`config.mk`:
```
export PLATFORM = sky130hd
export DESIGN_NAME = store_fwd_buffer
export DESIGN_NICKNAME = d
export VERILOG_FILES = /design/src/rtl/sb_pkg.sv /design/src/rtl/sb_entries.sv /design/src/rtl/sb_match.sv /design/src/rtl/sb_ctrl.sv /design/src/rtl/store_fwd_buffer.sv
export SDC_FILE = /design/constraint.sdc
export NUM_CORES = 1
export LEC_CHECK = 0
export ABC_AREA = 1
export BUFFER_PORTS_ARGS = -buffer_cell sky130_fd_sc_hd__buf_2
export CORE_UTILIZATION = 50
export DETAILED_ROUTE_END_ITERATION = 8
export PLACE_DENSITY = 0.71
export REMOVE_ABC_BUFFERS = 1
export SLEW_MARGIN = 20
export SYNTH_ARGS = -nofsm -noshare
export SYNTH_HDL_FRONTEND = slang
export SYNTH_SLANG_ARGS = --single-unit
```
`constraint.sdc`:
```
create_clock -name clk -period 4.4 [get_ports clk]
set_input_delay 0.88 -clock clk [delete_from_list [all_inputs] [get_ports clk]]
set_output_delay 0.88 -clock clk [all_outputs]
set_load 0.02 [all_outputs]
```
`src/rtl/sb_pkg.sv`:
```
package sb_pkg;
  typedef enum logic [1:0] {
    RS_IDLE  = 2'd0,
    RS_CHECK = 2'd1,
    RS_MREQ  = 2'd2,
    RS_MWAIT = 2'd3
  } rd_state_e;
endpackage

```
`src/rtl/sb_entries.sv`:
```
module sb_entries #(
  parameter int AW    = 32,
  parameter int DW    = 32,
  parameter int DEPTH = 4,
  localparam int PW   = (DEPTH > 1) ? $clog2(DEPTH) : 1,
  localparam int CW   = $clog2(DEPTH + 1)
) (
  input  logic                        clk,
  input  logic                        rst,
  input  logic                        push,
  input  logic [AW-1:0]               push_addr,
  input  logic [DW-1:0]               push_data,
  input  logic                        pop,
  input  logic [PW-1:0]               fwd_idx,
  output logic [DEPTH-1:0]            vld_o,
  output logic [DEPTH-1:0][AW-1:0]    addr_o,
  output logic [PW-1:0]               head_o,
  output logic [AW-1:0]               head_addr,
  output logic [DW-1:0]               head_data,
  output logic [DW-1:0]               fwd_data,
  output logic                        full_o,
  output logic                        empty_o
);
  logic [PW-1:0]            head_q, tail_q;
  logic [CW-1:0]            cnt_q, cnt_d;
  logic [DEPTH-1:0]         vld_q;
  logic [DEPTH-1:0][AW-1:0] addr_q;
  logic [DW-1:0]            data_mem [DEPTH];
  logic                     full_q, empty_q;

  function automatic logic [PW-1:0] bump(input logic [PW-1:0] p);
    return (p == PW'(DEPTH - 1)) ? '0 : p + PW'(1);
  endfunction

  // data payload: write-only port plus read taps, no reset (RAM-friendly)
  always_ff @(posedge clk) begin
    if (push) data_mem[tail_q] <= push_data;
  end

  // per-slot tag and valid registers
  for (genvar i = 0; i < DEPTH; i++) begin : g_slot
    always_ff @(posedge clk) begin
      if (rst) begin
        vld_q[i]  <= 1'b0;
        addr_q[i] <= '0;
      end else if (push && tail_q == PW'(i)) begin
        vld_q[i]  <= 1'b1;
        addr_q[i] <= push_addr;
      end else if (pop && head_q == PW'(i)) begin
        vld_q[i]  <= 1'b0;
      end
    end
  end

  always_comb begin
    unique case ({push, pop})
      2'b10:   cnt_d = cnt_q + CW'(1);
      2'b01:   cnt_d = cnt_q - CW'(1);
      default: cnt_d = cnt_q;
    endcase
  end

  always_ff @(posedge clk) begin
    if (rst) begin
      head_q  <= '0;
      tail_q  <= '0;
      cnt_q   <= '0;
      full_q  <= 1'b0;
      empty_q <= 1'b1;
    end else begin
      if (push) tail_q <= bump(tail_q);
      if (pop)  head_q <= bump(head_q);
      cnt_q   <= cnt_d;
      full_q  <= (cnt_d == CW'(DEPTH));
      empty_q <= (cnt_d == '0);
    end
  end

  assign vld_o     = vld_q;
  assign addr_o    = addr_q;
  assign head_o    = head_q;
  assign head_addr = addr_q[head_q];
  assign head_data = data_mem[head_q];
  assign fwd_data  = data_mem[fwd_idx];
  assign full_o    = full_q;
  assign empty_o   = empty_q;


  no_overflow_chk: assert property (@(posedge clk) disable iff (rst)
    cnt_q <= CW'(DEPTH));

  occupancy_hold_chk: assert property (@(posedge clk) disable iff (rst)
    (push && pop) |=> $stable(cnt_q));

  empty_flag_chk: assert property (@(posedge clk) disable iff (rst)
    empty_q |-> (vld_q == '0));

  full_flag_chk: assert property (@(posedge clk) disable iff (rst)
    full_q |-> (&vld_q));
endmodule

```
`src/rtl/sb_match.sv`:
```
module sb_match #(
  parameter int AW    = 32,
  parameter int DEPTH = 4,
  localparam int PW   = (DEPTH > 1) ? $clog2(DEPTH) : 1
) (
  input  logic [DEPTH-1:0]         vld,
  input  logic [DEPTH-1:0][AW-1:0] addr,
  input  logic [PW-1:0]            head,
  input  logic [AW-1:0]            look_addr,
  output logic                     hit,
  output logic [PW-1:0]            idx
);
  logic [DEPTH-1:0] eq;

  // one comparator per slot
  for (genvar i = 0; i < DEPTH; i++) begin : g_cmp
    assign eq[i] = vld[i] && (addr[i] == look_addr);
  end

  // walk slots oldest to youngest; the last match seen is the youngest
  always_comb begin
    int slot;
    hit = 1'b0;
    idx = head;
    for (int k = 0; k < DEPTH; k++) begin
      slot = (int'(head) + k) % DEPTH;
      if (eq[PW'(slot)]) begin
        hit = 1'b1;
        idx = PW'(slot);
      end
    end
  end
endmodule

```
`src/rtl/sb_ctrl.sv`:
```
module sb_ctrl
  import sb_pkg::*;
#(
  parameter int AW = 32,
  parameter int DW = 32
) (
  input  logic          clk,
  input  logic          rst,
  input  logic          cfg_wait_empty,
  input  logic          rd_valid,
  input  logic [AW-1:0] rd_addr,
  output logic          rd_ready,
  output logic [AW-1:0] look_addr,
  input  logic          hit,
  input  logic [DW-1:0] fwd_data,
  input  logic          buf_empty,
  input  logic [AW-1:0] head_addr,
  input  logic [DW-1:0] head_data,
  output logic          pop,
  output logic          mem_valid,
  output logic          mem_write,
  output logic [AW-1:0] mem_addr,
  output logic [DW-1:0] mem_wdata,
  input  logic          mem_ready,
  input  logic          mem_rvalid,
  input  logic [DW-1:0] mem_rdata,
  output logic          rsp_valid,
  output logic [DW-1:0] rsp_data,
  output logic          rsp_from_buf
);
  rd_state_e     state_q, state_d;
  logic [AW-1:0] raddr_q;
  logic          drain_ok;
  logic          rsp_set, rsp_buf_d;
  logic [DW-1:0] rsp_data_d;

  // a waiting read blocks draining, except in wait-for-empty mode
  assign drain_ok  = (state_q == RS_IDLE) ||
                     (state_q == RS_CHECK && cfg_wait_empty);
  assign mem_valid = (state_q == RS_MREQ) || (drain_ok && !buf_empty);
  assign mem_write = (state_q != RS_MREQ);
  assign mem_addr  = (state_q == RS_MREQ) ? raddr_q : head_addr;
  assign mem_wdata = head_data;
  assign pop       = drain_ok && !buf_empty && mem_ready;
  assign rd_ready  = (state_q == RS_IDLE);
  assign look_addr = raddr_q;

  always_comb begin
    state_d    = state_q;
    rsp_set    = 1'b0;
    rsp_buf_d  = 1'b0;
    rsp_data_d = mem_rdata;
    unique case (state_q)
      RS_IDLE:  if (rd_valid) state_d = RS_CHECK;
      RS_CHECK: begin
        if (cfg_wait_empty) begin
          if (buf_empty) state_d = RS_MREQ;
        end else if (hit) begin
          state_d    = RS_IDLE;
          rsp_set    = 1'b1;
          rsp_buf_d  = 1'b1;
          rsp_data_d = fwd_data;
        end else begin
          state_d = RS_MREQ;
        end
      end
      RS_MREQ:  if (mem_ready) state_d = RS_MWAIT;
      RS_MWAIT: if (mem_rvalid) begin
        state_d = RS_IDLE;
        rsp_set = 1'b1;
      end
      default:  state_d = RS_IDLE;
    endcase
  end

  always_ff @(posedge clk) begin
    if (rst) begin
      state_q      <= RS_IDLE;
      raddr_q      <= '0;
      rsp_valid    <= 1'b0;
      rsp_data     <= '0;
      rsp_from_buf <= 1'b0;
    end else begin
      state_q   <= state_d;
      rsp_valid <= rsp_set;
      if (state_q == RS_IDLE && rd_valid) raddr_q <= rd_addr;
      if (rsp_set) begin
        rsp_data     <= rsp_data_d;
        rsp_from_buf <= rsp_buf_d;
      end
    end
  end


  bypass_issue_chk: assert property (@(posedge clk) disable iff (rst)
    (state_q == RS_CHECK && !cfg_wait_empty && !hit) |=> (mem_valid && !mem_write));

  fwd_answer_chk: assert property (@(posedge clk) disable iff (rst)
    (state_q == RS_CHECK && !cfg_wait_empty && hit) |=> (rsp_valid && rsp_from_buf));

  wait_hold_chk: assert property (@(posedge clk) disable iff (rst)
    (state_q == RS_CHECK && cfg_wait_empty && !buf_empty && $stable(cfg_wait_empty))
      |=> !(mem_valid && !mem_write));

  rsp_pulse_chk: assert property (@(posedge clk) disable iff (rst)
    rsp_valid |=> !rsp_valid);

  read_no_drain_chk: assert property (@(posedge clk) disable iff (rst)
    (mem_valid && !mem_write) |-> !pop);
endmodule

```
`src/rtl/store_fwd_buffer.sv`:
```
module store_fwd_buffer #(
  parameter int AW    = 32,
  parameter int DW    = 32,
  parameter int DEPTH = 4
) (
  input  logic          clk,
  input  logic          rst,
  input  logic          cfg_wait_empty,
  input  logic          st_valid,
  output logic          st_ready,
  input  logic [AW-1:0] st_addr,
  input  logic [DW-1:0] st_data,
  input  logic          rd_valid,
  output logic          rd_ready,
  input  logic [AW-1:0] rd_addr,
  output logic          rsp_valid,
  output logic [DW-1:0] rsp_data,
  output logic          rsp_from_buf,
  output logic          mem_valid,
  input  logic          mem_ready,
  output logic          mem_write,
  output logic [AW-1:0] mem_addr,
  output logic [DW-1:0] mem_wdata,
  input  logic          mem_rvalid,
  input  logic [DW-1:0] mem_rdata,
  output logic          buf_full,
  output logic          buf_empty
);
  localparam int PW = (DEPTH > 1) ? $clog2(DEPTH) : 1;

  logic                     push, pop, hit;
  logic [PW-1:0]            fwd_idx, head;
  logic [DEPTH-1:0]         vld;
  logic [DEPTH-1:0][AW-1:0] slot_addr;
  logic [AW-1:0]            head_addr, look_addr;
  logic [DW-1:0]            head_data, fwd_data;

  assign st_ready = !buf_full;
  assign push     = st_valid && st_ready;

  sb_entries #(.AW(AW), .DW(DW), .DEPTH(DEPTH)) u_entries (
    .clk       (clk),
    .rst       (rst),
    .push      (push),
    .push_addr (st_addr),
    .push_data (st_data),
    .pop       (pop),
    .fwd_idx   (fwd_idx),
    .vld_o     (vld),
    .addr_o    (slot_addr),
    .head_o    (head),
    .head_addr (head_addr),
    .head_data (head_data),
    .fwd_data  (fwd_data),
    .full_o    (buf_full),
    .empty_o   (buf_empty)
  );

  sb_match #(.AW(AW), .DEPTH(DEPTH)) u_match (
    .vld       (vld),
    .addr      (slot_addr),
    .head      (head),
    .look_addr (look_addr),
    .hit       (hit),
    .idx       (fwd_idx)
  );

  sb_ctrl #(.AW(AW), .DW(DW)) u_ctrl (
    .clk            (clk),
    .rst            (rst),
    .cfg_wait_empty (cfg_wait_empty),
    .rd_valid       (rd_valid),
    .rd_addr        (rd_addr),
    .rd_ready       (rd_ready),
    .look_addr      (look_addr),
    .hit            (hit),
    .fwd_data       (fwd_data),
    .buf_empty      (buf_empty),
    .head_addr      (head_addr),
    .head_data      (head_data),
    .pop            (pop),
    .mem_valid      (mem_valid),
    .mem_write      (mem_write),
    .mem_addr       (mem_addr),
    .mem_wdata      (mem_wdata),
    .mem_ready      (mem_ready),
    .mem_rvalid     (mem_rvalid),
    .mem_rdata      (mem_rdata),
    .rsp_valid      (rsp_valid),
    .rsp_data       (rsp_data),
    .rsp_from_buf   (rsp_from_buf)
  );


  fwd_slot_chk: assert property (@(posedge clk) disable iff (rst)
    hit |-> (vld[fwd_idx] && slot_addr[fwd_idx] == look_addr));

  accept_chk: assert property (@(posedge clk) disable iff (rst)
    (st_valid && !buf_full) |=> !buf_empty);

  drain_head_chk: assert property (@(posedge clk) disable iff (rst)
    (mem_valid && mem_write) |-> vld[head]);
endmodule

```
* Yosys cells after proc, flatten, opt, wreduce, memory -nomap -nowiden
Memories as Yosys holds them, arrays and structs flattened. A register that Yosys moved wholly into a read port is not among the register bits. Index checks and enable logic that the tools add are counted.
Word-level totals: register bits after elaboration 209, RAM bits 128, input bits 135, output and inout port bits 104, word-level logic and storage cells 134, memories kept 1
Memory list:
- u_entries.data_mem | words 4, width 32, read ports 2, clocked after memory_dff 1, write ports 1, line sb_entries.sv:28 | logic [DW-1:0] data_mem [DEPTH];
Cells by class: $add $sub $neg 7, $lt $le $gt $ge 5, equal/unequal tests 21, multiplexer cells 52, reductions and logical operators 30
Operators with widths (number):
- 2-to-1 mux 32 bit | 5
- equality test 32 bit | 4
- binary-select mux 32 bit (select 2 bit) | 1
- 2-to-1 mux 1 bit | 26
- 2-to-1 mux 2 bit | 13
- logical AND 1 bit | 17
- less-than comparator 2 x 4 -> 1 bit, second input constant | 4
- equality test 2 bit, second input constant | 7
- binary-select mux 1 bit (select 2 bit) | 4
- equality test 2 x 1 -> 1 bit, second input constant | 4
- != test 2 bit, second input constant | 4
- one-hot mux 2 bit (4 select lines) | 1
- nonzero test 2 bit | 4
- adder 2 x 1 -> 2 bit, second input constant | 3
- zero test 2 bit | 3
- one-hot mux 3 bit (2 select lines) | 1
- adder 2 bit, second input constant | 2
- AND reduction 4 bit | 1
- adder 3 x 1 -> 3 bit, second input constant | 1
- equality test 3 bit, second input constant | 1
- zero test 3 bit | 1
- less-than comparator 2 x 3 -> 1 bit, second input constant | 1
- != test 3 bit, second input constant | 1
- subtractor 3 x 1 -> 3 bit, second input constant | 1
- 3 further kinds | 5

* Logic depth before layout (Yosys ltp)
depth after elaboration 12, mapped depth 24, depth with buffers taken out 22

* Cells and area by module
A second synthesis with hierarchy kept.
Unflattened totals: cell total of the unflattened synthesis 2504, area total of the unflattened synthesis 18166.2 µm²
Modules (own cells, without submodules):
- sb_entries | times used 1, cells each 1230, area an instance 11290.8 µm², seq. area each 6706.4 µm²
- sb_ctrl | times used 1, cells each 460, area an instance 3437.0 µm², seq. area each 1361.3 µm²
- sb_match | times used 1, cells each 811, area an instance 3424.5 µm², seq. area each 0.0 µm²
- store_fwd_buffer | times used 1, cells each 3, area an instance 13.8 µm², seq. area each 0.0 µm²

* Least setup slack after synthesis
OpenSTA, ideal clock, no wires.
kind input to register, start input st_valid, end register u_entries.addr_q, in the netlist u_entries.addr_o[101], library setup time 70 ps, arrival 3397 ps, data required time 4330 ps, setup slack 933 ps, stages 6, path buffers 2, cells stage by stage nand2_1 nor2_1 inv_1 clkbuf_1 clkbuf_1 a21oi_1
On the way: cells in the longest elaborated chain, start to end 2
Ends and longest elaborated chain:
- start: declaration | line store_fwd_buffer.sv:9 | input logic st_valid,
- logical AND 1 bit | line store_fwd_buffer.sv:39 | assign push = st_valid && st_ready;
- logical AND 1 bit | line sb_entries.sv:46 | end else if (push && tail_q == PW'(i)) begin
- end signal: indexed assignment | line sb_entries.sv:48 | addr_q[i] <= push_addr;
- end: declaration | line sb_entries.sv:27 | logic [DEPTH-1:0][AW-1:0] addr_q;
No other way between the ends. A chain may end at the register's enable or synchronous reset.

* Worst setup path in the final report
start register u_ctrl.raddr_q[7] (netlist: u_ctrl.look_addr[7]), end register u_ctrl.rsp_data[15]
On the way: cells in the longest elaborated chain, start to end 12, elaborated cells on any way between the ends 34, those cells by class 4 x eq/ne; 25 x mux; 4 x reduce/logical; 1 x memory
Ends and longest elaborated chain:
- start: declaration | line sb_ctrl.sv:32 | logic [AW-1:0] raddr_q;
- start signal: assignment | line sb_ctrl.sv:86 | if (state_q == RS_IDLE && rd_valid) raddr_q <= rd_addr;
- equality test 32 bit | line sb_match.sv:17 | assign eq[i] = vld[i] && (addr[i] == look_addr);
- logical AND 1 bit | line sb_match.sv:17
- binary-select mux 1 bit (select 2 bit) | line sb_match.sv:27 | if (eq[PW'(slot)]) begin
- 2-to-1 mux 1 bit (implied by the code) (2 in a row) | line sb_match.sv:27
- 2-to-1 mux 2 bit / 2-to-1 mux 1 bit (equally long branches) (3 in a row) | line sb_match.sv:27
- memory read (4 x 32 bit) / 2-to-1 mux 1 bit (equally long branches)
- 2-to-1 mux 32 bit / 2-to-1 mux 1 bit (equally long branches) | line sb_ctrl.sv:58 | end else if (hit) begin
- 2-to-1 mux 32 bit / 2-to-1 mux 1 bit (equally long branches) | line sb_ctrl.sv:56 | if (cfg_wait_empty) begin
- 2-to-1 mux 32 bit / one-hot mux 1 bit (2 select lines) (equally long branches) | line sb_ctrl.sv:53 | unique case (state_q)
- end signal: assignment | line sb_ctrl.sv:88 | rsp_data <= rsp_data_d;
- end: declaration | line sb_ctrl.sv:28 | output logic [DW-1:0] rsp_data,
Several ways; a longest one is shown, not always the timed one. The select of a mux whose other input is x is not followed.

==> reports/metrics.cfg <==
[floorplan]
rows = 70
die_y_um = 194.3
initial_core_util_pct = 50.62
die_w_um = 194.3
core_area_mm2 = 0.03652
dieArea_mm2 = 0.03775
ios = 239

[clocking]
clk_pin_slew_worst_paths_ps = 60
root_buffer = clkbuf_16
cts_tree = yes
cts_hold_buffers = 0
clk_path_buf_depth = 3
cts.sinks = 339
htreeDepth = 2
post_cts_buffers = 0
cts_buffers = 38
clkLatencyLatePin_ps = 550
cts_resized = 0

[sta]
hold_viol_final = 0
setup_ws_ps = 629.3
slew_viol_final = 0
slew_headroom_pct = 41.31
skew_ps = 11.67
tightest_slew_ps = 880.4
post-route-period-util_pct = 85.70
fin_crit_ps = 3771
rsz0062_at_grt = no
setup_viol = 0
fmaxAchievable_mhz = 265.2

[power_and_ir_drop]
p_sw_share_pct = 38.71
p_per_area_mw_per_mm2 = 507.7
p_leak_uw = 0.009844
p_switching_uw = 4152
seq_power_share_pct = 35.3
clockPowerShare_pct = 31.0
peakVddDrop_uv = 259.5
p_comb_share_pct = 33.8
p_int_uw = 6574

[hold_path]
min-delay-start = u_ctrl.rsp_data[16]$_SDFFE_PP0P_
worstHoldEndpoint = u_ctrl.rsp_data[16]$_SDFFE_PP0P_
min_path_cells = 2
hold_path.class = reg -> reg

[detailed_routing]
wl_per_cell_um = 20.11
drt-total-wl_um = 66230
via_count = 18510
post-route-drc-count = 0
dr.pass1.iters = 5
detail-route-antenna-nets = 0
viasPerCell = 5.621
drtIter0Drc = 1854

[layout]
fillers = 3503
mostFrequentLayoutCells = 608 x nand2_1, 370 x inv_1, 326 x a21oi_1, 275 x o21ai_0, 238 x buf_2
num-nets-final = 2934
drive_gt1_share_pct = 13.69
fin_cells = 3293
syn_to_final_growth_pct = 14.29
layout_commonest_cell = nand2_1

[placement]
dp_cells = 3217
dp_slack_ps = 776.9
dp_hpwl_um = 46590
io_buffer_count = 238
gp_congestion = 1.008

[worst_setup_path]
reg2reg_from = u_ctrl.look_addr[7]$_SDFFE_PP0P_
start_kind = flop
r2r_setup_slack_ps = 630
slowest_stage = nor3_1
worst_ep_required_time_ps = 4890
arrival_ps = 4260
worstPathCellList = inv_2, nand2_1, o21ai_0, nor3_1, nand2_1, nor3_1, nand2_1, nand2_1, nand2_1, nand2_1, inv_1, nand2_2, nand3_4, nand2_1, nand2_2, nor2_1, nand2_1, nand2_1
crit_type = reg -> reg
critPathMostFrequentCell = nand2_1
end_kind = flop
worstRegToRegCells = 18
reg2reg_to = u_ctrl.rsp_data[15]$_SDFFE_PP0P_
worstPathMaxFanout = 33
slowest_delay_ps = 590

[synth]
synth_area_mm2 = 0.01849
ys_ff_latch = 339
synth_cells = 2636
synth_cell_types = 40
synth_warnings = 0
synth-seq-area-share_pct = 43.64
syn_area_per_cell_um2 = 7.013

[run_status]
status = finished clean

[run]
cap_viol_max_count = 0

[grt]
track_usage_pct = 34.57
grt_pass1_wl_um = 100700
grt_max_degree = 157
antenna_found_initial = 3
grt_overflow = 0
grt_pass1_vias = 17070

[per-stage QoR]
stage	hold WS, ps	TNS [ps]	power [uW]	util (%)	area [um2]
after global routing	475.0	0	11170	57.81	21120
after detailed placement	439.2	0	7399	54.23	19810
after CTS	452.6	0	10700	57.81	21110
final	448.1	0	10730	57.85	21130
after floorplan	442.1	-36490	5996	-	17780
after global placement	432.9	0	7358	54.23	19810
[critical path: cells and delay by family (launching register included)]
family,cells,cell delay (ps)
buf+inv,2,150
flops,1,450
simple gates,15,2980
compound gates,1,110
[cell usage after synthesis]
library cell  instances  area share, %
nand2_1             613             12
inv_1               374            7.6
a21oi_1             326            8.8
o21ai_0             275            7.4
dfxtp_1             211             23
nor2_1              184            3.7
nand3_1             173            4.7
edfxtp_1            128             21
clkbuf_1            100            2.0
nand4_1              35            1.2
a31oi_1              32            1.1
buf_2                31           0.84
xnor2_1              26            1.2
nand3_2              21            1.1
nor3_1               18           0.49
inv_2                16           0.32
buf_6                10           0.61
ha_1                  9           0.61
xor2_1                7           0.33
buf_1                 6           0.12
nand2_2               5           0.17
buf_4                 4           0.16
clkinv_1              4          0.081
nor4_1                4           0.14
a21boi_1              3           0.12
clkbuf_2              3          0.081
nand3b_1              3           0.12
a211oi_1              2          0.081
nor3b_1               2          0.081
and2_1                1          0.034
fa_1                  1           0.11
nand2_4               1          0.061
nand2b_1              1          0.034
nand3_4               1          0.095
nor2b_1               1          0.034
nor3_2                1          0.054
nor3b_2               1          0.068
o2111ai_1             1          0.047
o22ai_1               1          0.034
or3_1                 1          0.034
[per-layer routing]
layer,part of all wire [%],up-vias,GRT usage (%),wire [um]
met3,7.9,129,4.679,5249
met2,47,866,58.42,31400
li1,-,8856,-,-
met5,0,-,0,0
met4,3.3,0,11.96,2158
met1,41,8659,45.41,27420
[power by group through the flow]
stage / logic, uW / registers [uW] / clock network, uW
floorplan: 2150 / 3840 / 0
global placement: 3530 / 3830 / 0
detailed placement: 3560 / 3840 / 0
CTS: 3580 / 3770 / 3340
global route: 3910 / 3810 / 3460
finish: 3620 / 3780 / 3320
[how the worst max path moves through the flow]
stage                                     startpoint                               end  slack (ps)  depth (start not counted)
global route        u_ctrl.look_addr[7]$_SDFFE_PP0P_  u_ctrl.rsp_data[15]$_SDFFE_PP0P_         530                         18
finish              u_ctrl.look_addr[7]$_SDFFE_PP0P_  u_ctrl.rsp_data[15]$_SDFFE_PP0P_         630                         18
detailed placement  u_ctrl.look_addr[7]$_SDFFE_PP0P_  u_ctrl.rsp_data[15]$_SDFFE_PP0P_         780                         18
floorplan           u_entries.head_o[0]$_SDFFE_PP0P_  u_ctrl.rsp_data[11]$_SDFFE_PP0P_       -1140                         13
global placement    u_ctrl.look_addr[7]$_SDFFE_PP0P_  u_ctrl.rsp_data[15]$_SDFFE_PP0P_         800                         18
CTS                 u_ctrl.look_addr[7]$_SDFFE_PP0P_  u_ctrl.rsp_data[15]$_SDFFE_PP0P_         770                         18
[sequential cells by signal, indices dropped and copies added, names as in the netlist, named ones only]
register	flops
u_ctrl.rsp_valid	1
u_entries.addr_o	128
u_ctrl.rsp_from_buf	1
u_entries.data_mem	128
u_ctrl.look_addr	32
u_ctrl.rsp_data	32
u_entries.tail_q	2
u_entries.head_o	2
u_entries.empty_o	1
u_entries.vld_o	4
u_ctrl.state_q	1
u_entries.full_o	1
u_entries.cnt_q	3
[kinds of logic after synthesis]
logic type	share of synthesized area, %
flops	43.64
fa+ha+maj	0.7174
compound gates	17.64
simple gates	24.60
xor+xnor	1.563
buf+inv	11.84
[layout make-up]
class	instances	area, um2	share of cell area (%)
flip-flops and latches	339	8069	38.19
clock inverters	13	161.4	0.7639
clock buffers	57	1144	5.413
well taps	468	585.6	2.772
inverters	394	1480	7.006
diodes	6	15.01	0.07106
multi-input cells	1749	8252	39.06
repair buffers	267	1421	6.727
No activity file was read; power rests on OpenSTA's default activity.
